===== config.mk =====
export PLATFORM = sky130hd
export DESIGN_NAME = pdm_bitrev_gen
export DESIGN_NICKNAME = d
export VERILOG_FILES = /design/src/rtl/pdm_pkg.sv /design/src/rtl/pdm_free_counter.sv /design/src/rtl/pdm_density_reg.sv /design/src/rtl/pdm_lsb_mask.sv /design/src/rtl/pdm_bitrev_gen.sv
export SDC_FILE = /design/constraint.sdc
export NUM_CORES = 1
export LEC_CHECK = 0
export ABC_AREA = 1
export ABC_CLOCK_PERIOD_IN_PS = 1600
export BUFFER_PORTS_ARGS = -buffer_cell sky130_fd_sc_hd__buf_2
export CAP_MARGIN = 25
export CELL_PAD_IN_SITES_DETAIL_PLACEMENT = 0
export CELL_PAD_IN_SITES_GLOBAL_PLACEMENT = 1
export CORE_UTILIZATION = 40
export CTS_BUF_LIST = sky130_fd_sc_hd__clkbuf_2 sky130_fd_sc_hd__clkbuf_4 sky130_fd_sc_hd__clkbuf_8
export DETAILED_ROUTE_END_ITERATION = 10
export GPL_TIMING_DRIVEN = 0
export PLACE_DENSITY_LB_ADDON = 0.08
export SLEW_MARGIN = 0
export SYNTH_ARGS = -nofsm -noshare
export SYNTH_HDL_FRONTEND = slang
export SYNTH_SLANG_ARGS = --single-unit

===== constraint.sdc =====
create_clock -name clk -period 1.6 [get_ports clk]
set_clock_uncertainty 0.15 [all_clocks]
set_input_delay 0.08 -clock clk [delete_from_list [all_inputs] [get_ports clk]]
set_output_delay 0.08 -clock clk [all_outputs]
set_load 0.05 [all_outputs]

===== src/rtl/pdm_pkg.sv =====
// Package: shared limits for the bit-reversed pulse density modulator.
// Assumes: users keep WIDTH inside [PDM_MIN_WIDTH, PDM_MAX_WIDTH].
package pdm_pkg;
    localparam int PDM_MIN_WIDTH     = 2;
    localparam int PDM_MAX_WIDTH     = 16;
    localparam int PDM_DEFAULT_WIDTH = 8;
endpackage


===== src/rtl/pdm_free_counter.sv =====
// Module: free-running phase counter.
// Advances by one on every clock and wraps naturally at 2^WIDTH.
// Assumes: synchronous active-low reset; no enable by design.
module pdm_free_counter #(
    parameter int WIDTH = pdm_pkg::PDM_DEFAULT_WIDTH
) (
    input  logic             clk,
    input  logic             rst_n,
    output logic [WIDTH-1:0] count_q
);
    localparam logic [WIDTH-1:0] STEP = WIDTH'(1);

    // Purpose: step the phase every clock, clear on reset.
    always_ff @(posedge clk) begin
        if (!rst_n) count_q <= '0;
        else        count_q <= count_q + STEP;
    end
endmodule


===== src/rtl/pdm_density_reg.sv =====
// Module: density store in reversed bit order.
// Bit k of the stored word holds density bit WIDTH-1-k, so index k is
// selected by counter values whose lowest set bit sits at k.
// Assumes: load_en is a single-clock strobe; value held otherwise.
module pdm_density_reg #(
    parameter int WIDTH = pdm_pkg::PDM_DEFAULT_WIDTH
) (
    input  logic             clk,
    input  logic             rst_n,
    input  logic             load_en,
    input  logic [WIDTH-1:0] density_in,
    output logic [WIDTH-1:0] rev_q
);
    logic [WIDTH-1:0] rev_d;

    // Purpose: mirror the incoming word end for end.
    for (genvar k = 0; k < WIDTH; k++) begin : g_mirror
        assign rev_d[k] = density_in[WIDTH-1-k];
    end

    // Purpose: capture on strobe, clear on reset, hold otherwise.
    always_ff @(posedge clk) begin
        if (!rst_n)       rev_q <= '0;
        else if (load_en) rev_q <= rev_d;
    end
endmodule


===== src/rtl/pdm_lsb_mask.sv =====
// Module: lowest-set-bit isolator.
// A running OR climbs from bit 0 upward; each position keeps its bit
// only where the running OR of the positions below it is still zero.
// Result is one-hot for a nonzero input and all zero for zero.
// Assumes: purely combinational, depth grows linearly with WIDTH.
module pdm_lsb_mask #(
    parameter int WIDTH = pdm_pkg::PDM_DEFAULT_WIDTH
) (
    input  logic [WIDTH-1:0] value_in,
    output logic [WIDTH-1:0] mask_out
);
    logic [WIDTH-1:0] seen;

    assign seen[0]     = value_in[0];
    assign mask_out[0] = value_in[0];

    // Purpose: build the prefix OR chain and the first-one mask.
    for (genvar k = 1; k < WIDTH; k++) begin : g_chain
        assign seen[k]     = seen[k-1] | value_in[k];
        assign mask_out[k] = seen[k] & ~seen[k-1];
    end
endmodule


===== src/rtl/pdm_bitrev_gen.sv =====
// Top: bit-reversed pulse density modulator.
// High cycles per 2^WIDTH clocks equal the loaded density, spread like a
// binary rate multiplier. Output registered; one clock latency from the
// counter value that selects it. Counter 0 always yields a low output.
// Assumes: synchronous active-low reset; WIDTH from 2 to 16.
module pdm_bitrev_gen #(
    parameter int WIDTH = pdm_pkg::PDM_DEFAULT_WIDTH
) (
    input  logic             clk,
    input  logic             rst_n,
    input  logic             load_en,
    input  logic [WIDTH-1:0] density_in,
    output logic             pulse_out
);
    logic [WIDTH-1:0] cnt_q;
    logic [WIDTH-1:0] rev_q;
    logic [WIDTH-1:0] lsb_mask;
    logic             pulse_d;

    pdm_free_counter #(.WIDTH(WIDTH)) u_cnt (
        .clk     (clk),
        .rst_n   (rst_n),
        .count_q (cnt_q)
    );

    pdm_density_reg #(.WIDTH(WIDTH)) u_dens (
        .clk        (clk),
        .rst_n      (rst_n),
        .load_en    (load_en),
        .density_in (density_in),
        .rev_q      (rev_q)
    );

    pdm_lsb_mask #(.WIDTH(WIDTH)) u_mask (
        .value_in (cnt_q),
        .mask_out (lsb_mask)
    );

    // Purpose: select the reversed density bit under the first-one mask.
    always_comb pulse_d = |(lsb_mask & rev_q);

    // Purpose: register the output, low during reset.
    always_ff @(posedge clk) begin
        if (!rst_n) pulse_out <= 1'b0;
        else        pulse_out <= pulse_d;
    end
endmodule


Yosys cells after proc, flatten, opt, wreduce, memory -nomap -nowiden
Cells that the tools add are included.
{"block": "word_totals", "reg_bits": 17}
{"block": "classes", "addsub": 1, "bitwise": 22, "n_reduce_logical": 1}
{"operator": "adder 8 x 1 -> 8 bit, second input constant", "n": 1}
{"operator": "bitwise AND 8 bit", "n": 1}
{"operator": "OR reduction 8 bit", "n": 1}
{"operator": "bitwise AND 1 bit", "n": 7}
{"operator": "inverter 1 bit", "n": 7}
{"operator": "bitwise OR 1 bit", "n": 7}

Depth between registers and ports, before layout
Gate-level depths: netlist of the first run.
{"block": "logic_depth", "depth_word": 10, "mapped_depth": 6, "depth_no_buf": 6}

Cells and area by module
Synthesis of the first run repeated with hierarchy kept, for this count alone.
{"block": "unflattened", "hier_cells": 132, "hier_area_um2": 874.6}
{"mod": "pdm_density_reg", "n_inst": 1, "cells_per_inst": 51, "area_each_um2": 356.6, "seq_area_each_um2": 160.2}
{"mod": "pdm_free_counter", "n_inst": 1, "cells_per_inst": 46, "area_each_um2": 346.6, "seq_area_each_um2": 160.2}
{"mod": "pdm_lsb_mask", "n_inst": 1, "cells_per_inst": 18, "area_each_um2": 90.1, "seq_area_each_um2": 0.0}
{"mod": "pdm_bitrev_gen", "n_inst": 1, "cells_per_inst": 17, "area_each_um2": 81.3, "seq_area_each_um2": 20.0}

Worst setup path before layout of the first run
Ideal clock, no wire load.
{"block": "synth_timing", "path_kind": "register to register", "from": "register u_cnt.count_q[0]", "to": "register pulse_out", "t_arrival_ps": 907, "t_required_ps": 1332, "slack_ps": 425, "path_stages_with_launch": 7, "path_buffers": 0, "synth_period_minus_slack_ps": 1175, "cell_sequence": "dfxtp_1 inv_1 ha_1 nand3_1 nand3_1 nor2_1 a21oi_1"}
{"block": "synth_via", "elab_chain_len": 10}
{"item": "start, declared", "line": "pdm_free_counter.sv:9", "source": "output logic [WIDTH-1:0] count_q"}
{"item": "start signal, assigned", "line": "pdm_free_counter.sv:16", "source": "else count_q <= count_q + STEP;"}
{"item": "bitwise OR 1 bit (6 in series)", "line": "pdm_lsb_mask.sv:19", "source": "assign seen[k] = seen[k-1] | value_in[k];"}
{"item": "bitwise OR 1 bit / inverter 1 bit (equally long branches)", "line": "pdm_lsb_mask.sv:19, pdm_lsb_mask.sv:20"}
{"item": "bitwise AND 1 bit", "line": "pdm_lsb_mask.sv:20", "source": "assign mask_out[k] = seen[k] & ~seen[k-1];"}
{"item": "bitwise AND 8 bit (*)", "line": "pdm_bitrev_gen.sv:40", "source": "always_comb pulse_d = |(lsb_mask & rev_q);"}
{"item": "OR reduction 8 bit (*)", "line": "pdm_bitrev_gen.sv:40"}
{"item": "end signal, assigned", "line": "pdm_bitrev_gen.sv:45", "source": "else pulse_out <= pulse_d;"}
{"item": "end, declared", "line": "pdm_bitrev_gen.sv:13", "source": "output logic pulse_out"}
Mark *: on every way between the ends. The rest lies on a longest branch, timed or not.
A chain may end at the register's enable or synchronous reset.

==> impl_results.md, run 1 <==
* Outcome: finished, final reports clean
* RSZ-0062 raised after global routing: true
* Gr ovfl total at 0
* Die Y at 44.8 um
* Post-CTS Setup Inserts at 0
* Post-Route WL at 1490 um
* CP top delay family: buffers and inverters
* Ant. Diodes at 0
* Power Dens Cells at 825 mW/mm2
* Worst setup SP type: primary input
* Vias in the first global route at 610
* Worst rel slew slack at 83.8%
* H-tree levels at 1
* Worst vdd ir at 434 uV
* Post-synthesis sequential area ratio at 46.5%
* Die width at 44.8 um
* Post-Syn Area at 732 um2
* Share of cells above drive strength 1 at 16.7%
* Top post-synthesis cells by area: dfxtp_1 46%, nor2_1 12%, nand2_1 7.2%
* Worst-path cell chain: dlygate4sd3_1, buf_4, buf_6, o21ai_0, nor2_1, dlygate4sd3_1
* Wire length per cell at 9.85 um
* Area of the multi-input gates at 332 um2
* Period utilisation layout at 96.9%
* Buf/Inv on CP at 4
* Worst-Margin Slew at 0.245 ns
* Crit path time final at 1.55 ns
* Top cell by count, worst path: dlygate4sd3_1
* Num CTS Buffers at 3
* Detailed-route DRC error count at 0
* Clock latency on the worst-skew pair at 0.29 ns
* Initial core utilization at 42.4%
* Endpoints failing hold at 0
* Die area at 0.00200 mm2
* Synth unique cells at 17
* Post-synth top area cell: dfxtp_1
* Post-route insts no fill at 151
* Initial DRC Count at 4
* Clk buf depth at 2
* CTS Sinks at 17
* WP data arrival at 1.58 ns
* Site row count at 15
* Synth-to-Final Area Change at 34.0%
* Nets@finish at 141
* Core area at 0.00173 mm2
* DPL Wire Length at 1020 um
* Share of the synthesized area in the top cell type at 46.5%
* CTS tree: done
* Placed insts at 134
* Core Util, Final at 56.8%
* Final Setup Violations at 0
* Req. time, crit path at 1.63 ns
* Routed Antenna Nets at 0
* GPL Wtd Cong at 0.721
* IO buf count at 11
* Maximum clock frequency at 645 MHz
* GRT Util Overall at 17.4%
* Critical setup path kind: primary input to flip-flop
* Post-Syn Area per Cell at 7.47 um2
* Register Area at 340 um2
* Fillers at 182
* Critical-path top delay cell: dlygate4sd3_1
* CTS root buf: clkbuf_4
* Initial antenna violation count at 0
* Max Transition Viols Final at 0
* #FFs+latches synth at 17
* Pin count of the biggest net entering global routing at 11
* Total number of vias at 669
* Worst-path fanout max at 10
* Worst Hold Class: primary input to flip-flop
* Num ports at 12
* Syn. warnings at 0
* Initial DRT Pass Iterations at 4
* CP endpoint kind: flip-flop
* Worst-path clk slew at 0.10 ns
* Drt via density at 4.43
* Post-Synthesis Cells at 98
* Leakage at 0.447 nW
* First-pass GRT wire length at 2540 um
* Crit-path max cell delay at 0.56 ns
* Syn nets at 112
* MaxCap Viol Count at 0
report_power, final:
part	leakage, nW	switching [mW]	internal, mW
Clock	0.0184	0.133	0.114
Combinational	0.289	0.0469	0.0552
Sequential	0.140	0.0156	0.444
layout make-up:
cell class / count / share of cell area (%)
Tap cell: 25 / 3.19
Buffer: 1 / 1.15
Clock buffer: 4 / 3.06
Inverter: 13 / 4.97
Multi-Input combinational cell: 67 / 33.8
Sequential cell: 17 / 34.7
Timing Repair Buffer: 24 / 19.1
cells in the final DEF (no fill, tap or decap):
| cell | instances |
|---|---|
| clkinv_1 | 1 |
| nor2_1 | 23 |
| dlygate4sd3_1 | 13 |
| buf_6 | 1 |
| dfxtp_1 | 17 |
| clkbuf_4 | 4 |
| o21ai_0 | 5 |
| buf_2 | 10 |
| o21ai_1 | 5 |
| nand2_1 | 14 |
| inv_1 | 11 |
| nor2_2 | 1 |
| nand3_2 | 2 |
| nand3_1 | 4 |
| ha_1 | 3 |
| nand2_2 | 1 |
| a21oi_1 | 5 |
| xor2_1 | 2 |
| inv_2 | 1 |
| nor3_1 | 2 |
| buf_4 | 1 |
timing repair:
item,CTS,global route
endpoints found under the hold margin,10,0
setup endpoints to repair,0,4
hold buffers,13,0
resized for setup,0,3
worst min-delay path, delay by kind of cell:
| family | cells | cell delay [ns] |
|---|---|---|
| compound gates | 1 | 0.11 |
| buf+inv | 1 | 0.15 |
| simple gates | 1 | 0.07 |
Yosys cell counts:
| library cell | n |
|---|---|
| nor2_1 | 23 |
| dfxtp_1 | 17 |
| nand2_1 | 14 |
| inv_1 | 11 |
| o21ai_0 | 7 |
| a21oi_1 | 5 |
| nand3_1 | 4 |
| ha_1 | 3 |
| o21ai_1 | 3 |
| nand3_2 | 2 |
| nor3_1 | 2 |
| xor2_1 | 2 |
| buf_6 | 1 |
| clkinv_1 | 1 |
| inv_2 | 1 |
| nand2_2 | 1 |
| nor2_2 | 1 |
flip-flops by register name (all words and copies together) (netlist names):
signal / flops
u_dens.rev_q: 8
u_cnt.count_q: 8
pulse_out: 1
metal layers:
metal	GRT usage, %	share of wire [%]
met1	21.6	46
met2	29.4	50
met3	2.40	1.6
met4	9.09	1.7
met5	0	0
final timing paths:
| kind | start | to | slack [ns] | cells after the start |
|---|---|---|---|---|
| worst max-delay path | rst_n | u_dens.rev_q[5] | 0.05 | 6 |
| worst min-delay path | load_en | u_dens.rev_q[2] | 0.006 | 3 |
| worst max register to register | u_dens.rev_q[5] | u_dens.rev_q[5] | 0.26 | 3 |
| worst min register to register | u_dens.rev_q[6] | u_dens.rev_q[6] | 0.34 | 2 |
stage by stage:
| step | instance area [um2] | setup TNS, ns | setup slack, ns | total power [mW] | hold slack, ns |
|---|---|---|---|---|---|
| 3_5_place_dp | 818 | 0 | 0.300 | 0.545 | 0.160 |
| 4_1_cts | 978 | 0 | 0.0775 | 0.822 | 0.00348 |
| 3_3_place_gp | 818 | 0 | 0.326 | 0.542 | 0.150 |
| 5_1_grt | 981 | -0.0138 | -0.00562 | 0.854 | 0.0206 |
| 6_report | 981 | 0 | 0.0489 | 0.809 | 0.00601 |
| 2_1_floorplan | 732 | 0 | 0.425 | 0.514 | 0.0649 |
logic make-up (layout without fill, tap and decap cells):
logic type	Yosys count	after routing	share of synthesized area [%]
AND/OR/NAND/NOR	47	47	27.5
AO/OA/AOI/OAI	15	15	10.3
adder cells (fa/ha/maj)	3	3	5.13
buffers and inverters	14	42	8.20
XOR/XNOR	2	2	2.39
flip-flops	17	17	46.5
Power figures use the tool's default switching activity.
==> run 2: changes to the inputs <==
Settings changed: ABC_CLOCK_PERIOD_IN_PS 1600 to 1560.
Clock period 1.6 ns to 1.56 ns, I/O delays scaled along.
==> run 2 against run 1 <==
Power rose by 3.0%; routed wire length decreased by 0.20%; global-route usage is the same; cell count did not move; combinational power grew 5%; die area unchanged; flip-flop and latch count did not move; sequential power grew 3%; worst hold slack better by 0.018 ns; register-to-register slack hardly changed; final area grew 0.77%; non-clock buffer count stayed put; largest power group unchanged.
==> impl_results.md, run 2 (same netlist as run 1, synthesis figures left out) <==
* Outcome: finished, final reports clean
* Initial DRT Pass Iterations at 4
* Worst Hold Class: primary input to flip-flop
* Vias in the first global route at 610
* H-tree levels at 1
* Detailed-route DRC error count at 0
* GRT busiest layer: met2
* Initial antenna violation count at 0
* Site row count at 15
* M2 GR Usage at 29.4%
* Post-CTS Setup Inserts at 0
* Leakage at 0.450 nW
* Worst rel slew slack at 83.8%
* IO buf count at 11
* Hold WS at 0.0241 ns
* Max Transition Viols Final at 0
* Num ports at 12
* Worst setup SP type: primary input
* Critical setup path kind: primary input to flip-flop
* CP endpoint kind: flip-flop
* Wire length per cell at 9.83 um
* RSZ-0062 raised after global routing: true
* Ant. Diodes at 0
* Worst-Margin Slew at 0.245 ns
* Power Dens Cells at 843 mW/mm2
* Placed insts at 134
* Grt met1 use at 21.6%
* Most common cell after layout, fill and taps aside: nor2_1
* Nets@finish at 141
* Worst-path fanout max at 10
* WP data arrival at 1.56 ns
* First-pass GRT wire length at 2540 um
* MaxCap Viol Count at 0
* Req. time, crit path at 1.59 ns
* Worst vdd ir at 445 uV
* GPL Wtd Cong at 0.721
* Worst-path clk slew at 0.10 ns
* Total number of vias at 664
* Num CTS Buffers at 3
* GR Util met3 at 2.40%
* Largest regs: u_cnt.count_q x8, u_dens.rev_q x8, pulse_out x1
* Die area at 0.00200 mm2
* Pin count of the biggest net entering global routing at 11
* Core Util, Final at 57.2%
* WHS Path Cells at 3
* Period utilisation layout at 98.0%
* TNS Setup at 0 ns
* Final Setup Violations at 0
* CTS tree: done
* R2R depth at 3
* Maximum clock frequency at 654 MHz
* Post-Route WL at 1490 um
* Commonest non-fill, non-tap cells in the layout: 23 x nor2_1, 17 x dfxtp_1, 14 x nand2_1
* Drt via density at 4.40
* CTS root buf: clkbuf_4
* Clock latency on the worst-skew pair at 0.29 ns
* GRT Util Overall at 17.4%
* Share of cells above drive strength 1 at 17.5%
* Post-route insts no fill at 151
* Initial DRC Count at 3
* Crit path time final at 1.53 ns
* DPL Wire Length at 1020 um
* Total power at 0.834 mW
* Core area at 0.00173 mm2
* Gr ovfl total at 0
* Die Y at 44.8 um
* Initial core utilization at 42.4%
* Endpoints failing hold at 0
* Routed Antenna Nets at 0
* Synth-to-Final Area Change at 35.0%
* CTS Sinks at 17
* Die width at 44.8 um
* Clk buf depth at 2
run 2: cell counts in the layout (fill, tap and decap cells not counted):
No cell type changed its count.
run 2: metal layers:
layer	share of wire (%)	up-vias
met5	0	-
met4	1.7	0
met3	1.6	4
met2	50	7
met1	47	291
li1	-	362
run 2: timing repair:
item                       4_1_cts  5_1_grt
resized for setup                0        7
hold endpoints to repair        10        0
setup endpoints to repair        0        4
hold buffers                    13        0
run 2: layout make-up:
cell class                 instances  area (um2)
clock buffer                       4        30.0
sequential                        17         340
tap                               25        31.3
buffer                             1        11.3
multi-input combinational         67         335
timing repair buffer              24         191
fill                             180         738
inverter                          13        48.8
run 2: path summary, 6_finish.rpt:
path                    from              end  slack [ns]
max                    rst_n  u_dens.rev_q[5]        0.03
min                  load_en  u_dens.rev_q[2]        0.02
min reg2reg  u_dens.rev_q[6]  u_dens.rev_q[6]        0.34
max reg2reg  u_dens.rev_q[5]  u_dens.rev_q[5]        0.26
run 2: where the power goes:
part | switching (mW) | leakage [nW] | total (mW) | internal (mW)
Sequential | 0.0165 | 0.140 | 0.472 | 0.456
Clock | 0.137 | 0.0184 | 0.254 | 0.117
Combinational | 0.0491 | 0.291 | 0.107 | 0.0582
run 2: worst max-delay path, stage by stage:
cell	delay, ns
dlygate4sd3_1	0.55
buf_6	0.13
buf_6	0.13
o21ai_1	0.07
nor2_1	0.05
dlygate4sd3_1	0.55
run 2: stage by stage:
step,cell area [um2],setup slack [ns]
finish,988,0.0312
global route,988,-0.0213
floorplan,732,0.385
detailed placement,818,0.260
global placement,818,0.286
CTS,978,0.0395
